$ cat config.mk
export PLATFORM = sky130hd
export DESIGN_NAME = branch_resolver
export DESIGN_NICKNAME = d
export VERILOG_FILES = /design/src/rtl/branch_resolver_pkg.sv /design/src/rtl/bru_reset_sync.sv /design/src/rtl/bru_eq_cmp.sv /design/src/rtl/bru_target_gen.sv /design/src/rtl/bru_fetch_regs.sv /design/src/rtl/branch_resolver.sv
export SDC_FILE = /design/constraint.sdc
export NUM_CORES = 1
export LEC_CHECK = 0
export BUFFER_PORTS_ARGS = -buffer_cell sky130_fd_sc_hd__buf_2
export CAP_MARGIN = 20
export CORE_UTILIZATION = 55
export DETAILED_ROUTE_END_ITERATION = 16
export GPL_TIMING_DRIVEN = 0
export PLACE_DENSITY = 0.86
export SLEW_MARGIN = 5
export SYNTH_ARGS = -nofsm -noshare
export SYNTH_HDL_FRONTEND = slang
export SYNTH_SLANG_ARGS = --single-unit
$ cat constraint.sdc
create_clock -name clk -period 7.8 [get_ports clk]
set_input_delay 0.39 -clock clk [delete_from_list [all_inputs] [get_ports clk]]
set_output_delay 0.39 -clock clk [all_outputs]
set_load 0.005 [all_outputs]
$ cat src/rtl/branch_resolver_pkg.sv
package branch_resolver_pkg;
  // Source of the next fetch address
  typedef enum logic [1:0] {
    NPC_SEQ    = 2'd0,
    NPC_HOLD   = 2'd1,
    NPC_TARGET = 2'd2
  } npc_sel_e;
endpackage

$ cat src/rtl/bru_reset_sync.sv
module bru_reset_sync #(
  parameter int STAGES = 2
) (
  input  logic clk,
  input  logic rst_n,
  output logic rst_sync_n
);
  logic [STAGES-1:0] sync_q;

  always_ff @(posedge clk or negedge rst_n) begin
    if (!rst_n) sync_q <= '0;
    else        sync_q <= {sync_q[STAGES-2:0], 1'b1};
  end

  assign rst_sync_n = sync_q[STAGES-1];
endmodule

$ cat src/rtl/bru_eq_cmp.sv
module bru_eq_cmp #(
  parameter int DATA_W = 32
) (
  input  logic [DATA_W-1:0] op_a,
  input  logic [DATA_W-1:0] op_b,
  output logic              equal
);
  logic [DATA_W-1:0] bit_same;

  // Per-bit match, then a reduction
  for (genvar i = 0; i < DATA_W; i++) begin : g_bit
    assign bit_same[i] = ~(op_a[i] ^ op_b[i]);
  end

  assign equal = &bit_same;
endmodule

$ cat src/rtl/bru_target_gen.sv
module bru_target_gen #(
  parameter int ADDR_W = 32,
  parameter int OFF_W  = 16,
  parameter int SHIFT  = 2
) (
  input  logic [ADDR_W-1:0] base_pc4,
  input  logic [OFF_W-1:0]  offset,
  output logic [ADDR_W-1:0] target
);
  localparam int EXT_W = ADDR_W - OFF_W - SHIFT;

  logic [ADDR_W-1:0] disp;

  // Sign-extend and scale the word offset to a byte displacement
  assign disp   = {{EXT_W{offset[OFF_W-1]}}, offset, {SHIFT{1'b0}}};
  assign target = base_pc4 + disp;
endmodule

$ cat src/rtl/bru_fetch_regs.sv
module bru_fetch_regs
  import branch_resolver_pkg::*;
#(
  parameter int              ADDR_W   = 32,
  parameter int              INSTR_W  = 32,
  parameter logic [ADDR_W-1:0] RESET_PC = '0
) (
  input  logic               clk,
  input  logic               rst_n,
  input  npc_sel_e           npc_sel,
  input  logic [ADDR_W-1:0]  target,
  input  logic [INSTR_W-1:0] fetch_instr,
  output logic [ADDR_W-1:0]  pc_q,
  output logic [INSTR_W-1:0] ifid_instr_q,
  output logic [ADDR_W-1:0]  ifid_pc4_q
);
  localparam logic [ADDR_W-1:0] PC_STEP = ADDR_W'(4);

  logic [ADDR_W-1:0]  pc_plus4;
  logic [ADDR_W-1:0]  pc_d;
  logic [INSTR_W-1:0] ifid_instr_d;
  logic [ADDR_W-1:0]  ifid_pc4_d;
  logic               load_en;

  assign pc_plus4 = pc_q + PC_STEP;

  always_comb begin
    load_en      = 1'b1;
    pc_d         = pc_plus4;
    ifid_instr_d = fetch_instr;
    ifid_pc4_d   = pc_plus4;
    unique case (npc_sel)
      NPC_TARGET: begin
        pc_d         = target;
        ifid_instr_d = '0;
        ifid_pc4_d   = '0;
      end
      NPC_HOLD: load_en = 1'b0;
      default: ;
    endcase
  end

  always_ff @(posedge clk or negedge rst_n) begin
    if (!rst_n) begin
      pc_q         <= RESET_PC;
      ifid_instr_q <= '0;
      ifid_pc4_q   <= '0;
    end else if (load_en) begin
      pc_q         <= pc_d;
      ifid_instr_q <= ifid_instr_d;
      ifid_pc4_q   <= ifid_pc4_d;
    end
  end
endmodule

$ cat src/rtl/branch_resolver.sv
module branch_resolver
  import branch_resolver_pkg::*;
#(
  parameter int                ADDR_W   = 32,
  parameter int                DATA_W   = 32,
  parameter int                INSTR_W  = 32,
  parameter int                OFF_W    = 16,
  parameter logic [ADDR_W-1:0] RESET_PC = '0
) (
  input  logic               clk,
  input  logic               rst_n,
  input  logic               stall,
  input  logic [INSTR_W-1:0] fetch_instr,
  input  logic               branch_en,
  input  logic [DATA_W-1:0]  rs_val,
  input  logic [DATA_W-1:0]  rt_val,
  output logic [ADDR_W-1:0]  fetch_pc,
  output logic [INSTR_W-1:0] ifid_instr,
  output logic [ADDR_W-1:0]  ifid_pc4,
  output logic [ADDR_W-1:0]  branch_target,
  output logic               redirect,
  output logic               if_flush
);
  localparam int SHIFT = 2;

  logic     core_rst_n;
  logic     ops_equal;
  logic     taken;
  npc_sel_e npc_sel;

  bru_reset_sync #(.STAGES(2)) u_rst (
    .clk(clk), .rst_n(rst_n), .rst_sync_n(core_rst_n)
  );

  bru_eq_cmp #(.DATA_W(DATA_W)) u_cmp (
    .op_a(rs_val), .op_b(rt_val), .equal(ops_equal)
  );

  bru_target_gen #(.ADDR_W(ADDR_W), .OFF_W(OFF_W), .SHIFT(SHIFT)) u_tgt (
    .base_pc4(ifid_pc4), .offset(ifid_instr[OFF_W-1:0]), .target(branch_target)
  );

  // A resolved taken branch outranks a stall request
  assign taken = branch_en & ops_equal;

  always_comb begin
    if (taken)      npc_sel = NPC_TARGET;
    else if (stall) npc_sel = NPC_HOLD;
    else            npc_sel = NPC_SEQ;
  end

  bru_fetch_regs #(.ADDR_W(ADDR_W), .INSTR_W(INSTR_W), .RESET_PC(RESET_PC)) u_regs (
    .clk(clk), .rst_n(core_rst_n), .npc_sel(npc_sel), .target(branch_target),
    .fetch_instr(fetch_instr), .pc_q(fetch_pc), .ifid_instr_q(ifid_instr),
    .ifid_pc4_q(ifid_pc4)
  );

  assign redirect = (npc_sel == NPC_TARGET);
  assign if_flush = taken;
endmodule

==> out/results.ini, run 1 <==
[routing]
drtPass1Iterations = 5
wl_per_cell_um = 17.4
vias = 6696
drt_iter0_markers = 492
ant_nets = 0
drc_errors = 0
vias_per_cell = 5.74
wirelength_um = 20300

[power]
p_int_mw = 1.23
p_sw_frac = 0.369
ir_drop_uv = 155
combPwrFrac = 0.400
pwr-share-clk = 0.254
seqPwrFrac = 0.346
p_total_mw = 1.95
p_per_area_mw_per_mm2 = 231
power.net_switching_uw = 719
p_leak_nw = 4.24

[final_layout]
antennaDiodeCount = 0
utilization = 0.705
drive_gt1_frac = 0.261
area_growth_pct = 25.2
final_cell_area_mm2 = 0.00843
nets = 1146

[worst_setup_path]
cp.required_ns = 7.41
crit_path_end_kind = output pin
crit_path_max_fanout = 17
ff2ff_path_depth = 11
worstSetupPathType = reg2out
startpoint_type = flip-flop
crit_arrival_ns = 3.62

[worst_hold_path]
min_path_cells = 3
hold_path_class = in2reg

[placed_design]
detailed_place_hpwl_um = 15600
place_congestion = 0.950
portBuffers = 228
place_area_mm2 = 0.00809

[cts]
cts_made_buffers = 9
clk_latency_ns = 0.35
cts_tree = yes
clock-sinks = 98
h-tree-depth = 3
clock-root-buffer = clkbuf_16
cts.reportedPaths.clkPinSlew_ns = 0.07
cts_max_path_buffers = 2

[synthesis]
ys_seq_area_frac = 0.364
avgSynthCellArea_um2 = 8.70
syn_area_mm2 = 0.00673
ys.flop_type = dfrtp_1
async_flop_share = 1.00
ys_warn_count = 0
ys_ff_latch = 98
syn_inst = 774
synth_edf_count = 0
ys_types = 57
synthesis.nets = 905

[grt]
gr-total-overflow = 0
grt_usage = 0.327
grt_antenna_before_repair = 0
grt_max_degree = 57
grt_pass1_vias = 6389
grt_pass1_wl_um = 32100

[die]
dieArea_mm2 = 0.0127
core-area_mm2 = 0.0120
rows = 40
die_x_um = 113
initial_utilization = 0.563
top_level_ports = 230
fp.dieH_um = 113

[timing]
fin_skew_ns = 0.0106
min_period_ns = 4.01
slew_headroom = 0.279
slew_violations = 0
hold_slack_ns = 0.277
finalHoldViolations = 0
fin_setup_tns_ns = 0
finalCritPeriodShare = 0.514
rsz0062_at_grt = false
setup_viol = 0
max_freq_mhz = 250
worst_pin_slew_ns = 1.07

[run]
max_cap_violations = 0

[outcome]
status = complete, no violations

==> cell families after synthesis <==
kind of cell             count (synthesis)  synth area share
flip-flops                              98             0.364
XOR/XNOR                               107             0.139
AND/OR/NAND/NOR                        288             0.201
other                                    1          0.000557
multiplexers                            51            0.0779
buffers and inverters                   51            0.0299
AO/OA/AOI/OAI                          147             0.129
adder cells (fa/ha/maj)                 31            0.0587
==> power groups by stage <==
| stage | Sequential (mW) | Combinational [mW] | Clock, mW |
|---|---|---|---|
| CTS | 0.674 | 0.774 | 0.498 |
| floorplan | 0.675 | 0.461 | 0 |
| global placement | 0.684 | 0.743 | 0 |
| detailed placement | 0.682 | 0.768 | 0 |
| global route | 0.687 | 0.856 | 0.518 |
| finish | 0.676 | 0.780 | 0.496 |
==> flip-flops by register name (all words and copies together), names as in the netlist <==
register and flops:
u_regs.pc_q 32, u_rst.sync_q 2, u_regs.ifid_instr_q 32, u_regs.ifid_pc4_q 32
==> worst max-delay path, stage by stage, from the launching register on <==
cell       delay, ns
dfrtp_1         0.79
ha_1            0.40
a21oi_1         0.19
o21ai_0         0.14
a2111oi_0       0.39
o211ai_1        0.17
a311oi_1        0.40
o21ai_0         0.21
a21oi_1         0.22
xnor2_1         0.18
buf_2           0.16
==> synth_stat cells (all sizes together) (3+ instances only) <==
master,instances,area (um2)
a211oi,6,45.0
a21o,15,113
a21oi,63,315
and2,6,37.5
and3,9,56.3
buf,10,47.5
clkbuf,30,113
dfrtp,98,2450
ha,30,375
inv,11,41.3
mux2,11,124
mux2i,40,400
nand2,50,188
nand2b,3,18.8
nand3,18,90.1
nand4,15,93.8
nor2,134,503
nor2b,7,43.8
nor3,16,80.1
nor4,9,71.3
o21a,7,52.6
o21ai,38,190
or3,7,43.8
or4,5,41.3
xnor2,39,342
xor2,68,596
==> cell usage in the layout, fill, tap and decap left out, types with 7 or more instances in the layout <==
master / instances
a21o_1: 15
a21oi_1: 63
and3_1: 9
buf_2: 230
clkbuf_1: 31
clkbuf_16: 9
dfrtp_1: 97
ha_1: 30
inv_1: 10
mux2_2: 9
mux2i_1: 40
nand2_1: 50
nand3_1: 18
nand4_1: 15
nor2_1: 134
nor2b_1: 7
nor3_1: 16
nor4_1: 8
o21a_1: 7
o21ai_0: 34
or3_1: 7
xnor2_1: 39
xor2_1: 68
==> final cells by class <==
type                            instances  area (um2)
Clock inverter                          4        73.8
Inverter                               11        41.3
Clock buffer                           12         256
Multi-Input combinational cell        625        4080
Buffer                                 40         160
Timing Repair Buffer                  230        1180
Fill cell                             962        3530
Sequential cell                        98        2460
Tap cell                              147         184
==> worst paths after layout <==
check | start | end | slack, ns
worst max-delay path | u_regs.ifid_instr_q[15]$_DFFE_PN0P_ | branch_target[29] | 3.79
worst min-delay path | fetch_instr[9] | u_regs.ifid_instr_q[9]$_DFFE_PN0P_ | 0.28
worst max register to register | u_regs.ifid_instr_q[0]$_DFFE_PN0P_ | u_regs.pc_q[30]$_DFFE_PN0P_ | 4.67
worst min register to register | u_rst.sync_q[1]$_DFF_PN0_ | u_regs.pc_q[1]$_DFFE_PN0P_ | 0.32
max in group asynchronous | u_rst.sync_q[1]$_DFF_PN0_ | u_regs.pc_q[31]$_DFFE_PN0P_ | 6.81
min in group asynchronous | u_rst.sync_q[1]$_DFF_PN0_ | u_regs.pc_q[1]$_DFFE_PN0P_ | 0.32
==> routing by layer <==
layer | vias up | track usage | routed length (um)
met5 | - | 0 | 0
met3 | 46 | 0.0599 | 1550
met4 | 0 | 0.156 | 661
li1 | 3176 | - | -
met2 | 320 | 0.542 | 9760
met1 | 3154 | 0.414 | 8340
==> metrics by stage <==
stage                     setup WS, ns  std cells
final                             3.79       1167
after global routing              3.47       1167
after CTS                         3.78       1167
after detailed placement          4.19       1150
after global placement            3.78       1149
after floorplan                   4.86        774
==> timing repair <==
item | in CTS | in global routing
hold buffers | 1 | 0
gates resized for setup | 0 | 0
hold endpoints to repair | 2 | 0
setup buffers | 0 | 0
(Power assumes the default switching activity.)
==> run 2: changes to the inputs <==
- ABC_AREA: default -> 1
- CORE_UTILIZATION: 55 -> 54
- PLACE_DENSITY: 0.86 -> 0.82
- clock period: 7.8 -> 4.2 ns (I/O delays scaled with it)
==> run 2 against run 1 <==
Global-route usage grew 2.9 points; final cell count grew 49%; sequential cell count is the same.
==> out/results.ini, run 2 <==
[outcome]
status = complete, no violations

[timing]
slew_violations = 0
worst_slack_ns = 1.19
fin_setup_tns_ns = 0
finalCritPeriodShare = 0.718
rsz0062_at_grt = false
slew_headroom = 0.471
finalHoldViolations = 0
worst_pin_slew_ns = 0.794
setup_viol = 0
hold_slack_ns = 0.0357
min_period_ns = 3.01
max_freq_mhz = 332
fin_skew_ns = 0.0116

[synthesis]
synth_commonest_cells = nand2_1 (512), inv_1 (175), nand3_1 (147), nor2_1 (142), dfrtp_1 (98)
synth_edf_count = 0
ys_ff_latch = 98
ys_seq_area_frac = 0.304
syn_area_mm2 = 0.00807
avgSynthCellArea_um2 = 6.16
synthesis.nets = 1441
synth_top_area_cell = dfrtp_1
ys_types = 35
async_flop_share = 1.00
synth.area.top_cells = dfrtp_1 (30%), nand2_1 (24%), nand3_1 (9.1%), inv_1 (8.1%), nor2_1 (6.6%)
yosysMostFrequentCell = nand2_1
ys_warn_count = 0
synth_top_area_share = 0.304
ys.flop_type = dfrtp_1
syn_inst = 1310

[worst_setup_path]
crit_path_end_kind = output pin
crit_family = flip-flops
startpoint_type = flip-flop
slowest_delay_ns = 0.86
r2r_slack_ns = 1.60
cp.required_ns = 3.99
path_cells = ha_1 > nand2_1 > inv_1 > nand2_1 > nand2_1 > a21oi_1 > nor2_1 > nor2_1 > nand3_1 > and2_1 > buf_2
crit_arrival_ns = 2.80
cp_common_cell = nand2_1
worstSetupPathType = reg2out
cp_num_buf_inv = 2
crit_path_max_fanout = 17
cp_slowest_cell = dfrtp_1

[routing]
routed.top_layer = met4
drt_iter0_markers = 996
wl_per_cell_um = 15.9
wl_met2_um = 12600
wl_met1_um = 11800
ant_nets = 0
vias_per_cell = 5.36
vias = 9327
wl_met3_um = 2230
drtPass1Iterations = 5
drc_errors = 0
wirelength_um = 27600

[power]
ir_drop_uv = 290
p_total_mw = 3.26
p_per_area_mw_per_mm2 = 332
p_leak_nw = 5.83

[cts]
post_cts_resized = 0
cts_tree = yes
postCtsHoldBufs = 1
cts_max_path_buffers = 2
h-tree-depth = 3
cts.reportedPaths.clkPinSlew_ns = 0.08
clock-root-buffer = clkbuf_16
cts_setup_buffers = 0
clock-sinks = 98
clk_latency_ns = 0.36
cts_made_buffers = 9

[final_layout]
final_common_cell = nand2_1
area_growth_pct = 21.6
fill_cells = 1410
nets = 1682
reg.largest.list = u_regs.ifid_instr_q x32, u_regs.ifid_pc4_q x32, u_regs.pc_q x32
antennaDiodeCount = 0
layout_common_cells = nand2_1 (512), buf_2 (233), inv_1 (175)
drive_gt1_frac = 0.183
final_cell_area_mm2 = 0.00981

[die]
dieArea_mm2 = 0.0154
rows = 44
top_level_ports = 230
initial_utilization = 0.555
core-area_mm2 = 0.0145
fp.dieH_um = 124
die_x_um = 124

[placed_design]
place_congestion = 0.951
place_area_mm2 = 0.00947
portBuffers = 228
place_ws_ns = 1.61
detailed_place_hpwl_um = 22400

[grt]
grt_pass1_wl_um = 43200
grt_pass1_vias = 8250
grt_usage = 0.356
gr-total-overflow = 0
grt_antenna_before_repair = 0
grt_max_degree = 60

[worst_hold_path]
hold_path_class = in2reg

[run]
max_cap_violations = 0

==> run 2: changes by cell type after synthesis, sizes merged, moves of 18 or more <==
cell    delta
xnor2     -18
nand3    +134
a21oi     -37
nand2    +464
inv      +168
xor2      -48
mux2i     -40
clkbuf    -18
==> run 2: cell type report <==
cell class	instances	area, um2	area share
timing repair buffer	230	1180	0.120
buffer	30	186	0.0190
clock buffer	9	225	0.0230
multi-input combinational	1003	4760	0.485
sequential	98	2460	0.250
tap	184	230	0.0235
inverter	179	672	0.0685
clock inverter	7	103	0.0105
==> run 2: per-stage QoR <==
stage,utilization,std cells
5_1_grt,0.675,1740
3_3_place_gp,0.649,1722
4_1_cts,0.675,1740
2_1_floorplan,-,1310
3_5_place_dp,0.652,1723
6_report,0.675,1740
==> run 2: final timing paths <==
check | from | end | cells after the start
worst min-delay path | fetch_instr[14] | u_regs.ifid_instr_q[14]$_DFFE_PN0P_ | 3
min in group asynchronous | rst_n | u_rst.sync_q[1]$_DFF_PN0_ | 2
worst max-delay path | u_regs.ifid_instr_q[15]$_DFFE_PN0P_ | branch_target[31] | 11
max in group asynchronous | u_rst.sync_q[1]$_DFF_PN0_ | u_regs.ifid_pc4_q[27]$_DFFE_PN0P_ | 1
worst max register to register | u_regs.ifid_pc4_q[2]$_DFFE_PN0P_ | u_regs.pc_q[16]$_DFFE_PN0P_ | 13
worst min register to register | u_rst.sync_q[1]$_DFF_PN0_ | u_regs.ifid_instr_q[27]$_DFFE_PN0P_ | 0
==> run 2: power by group <==
| group | switching (mW) | total, mW | internal, mW | leakage, nW |
|---|---|---|---|---|
| Clock | 0.427 | 0.912 | 0.486 | 0.160 |
| Combinational | 0.704 | 1.17 | 0.461 | 4.46 |
| Sequential | 0.141 | 1.18 | 1.04 | 1.21 |
==> run 2: cells by family after synthesis <==
family                   after synthesis  synth area share
AND/OR/NAND/NOR                      873             0.458
buffers and inverters                209             0.106
flip-flops                            98             0.304
AO/OA/AOI/OAI                         57            0.0377
XOR/XNOR                              41            0.0445
adder cells (fa/ha/maj)               31            0.0490
other                                  1          0.000465
==> run 2: routing by layer <==
layer,GRT usage,up-vias
met5,0,-
met4,0.116,0
met3,0.0556,61
met2,0.568,468
met1,0.492,4242
li1,-,4556
==> run 2: worst min-delay path: stages <==
cell and delay (ns):
buf_2 0.07, nand2_1 0.04, nand2_1 0.04
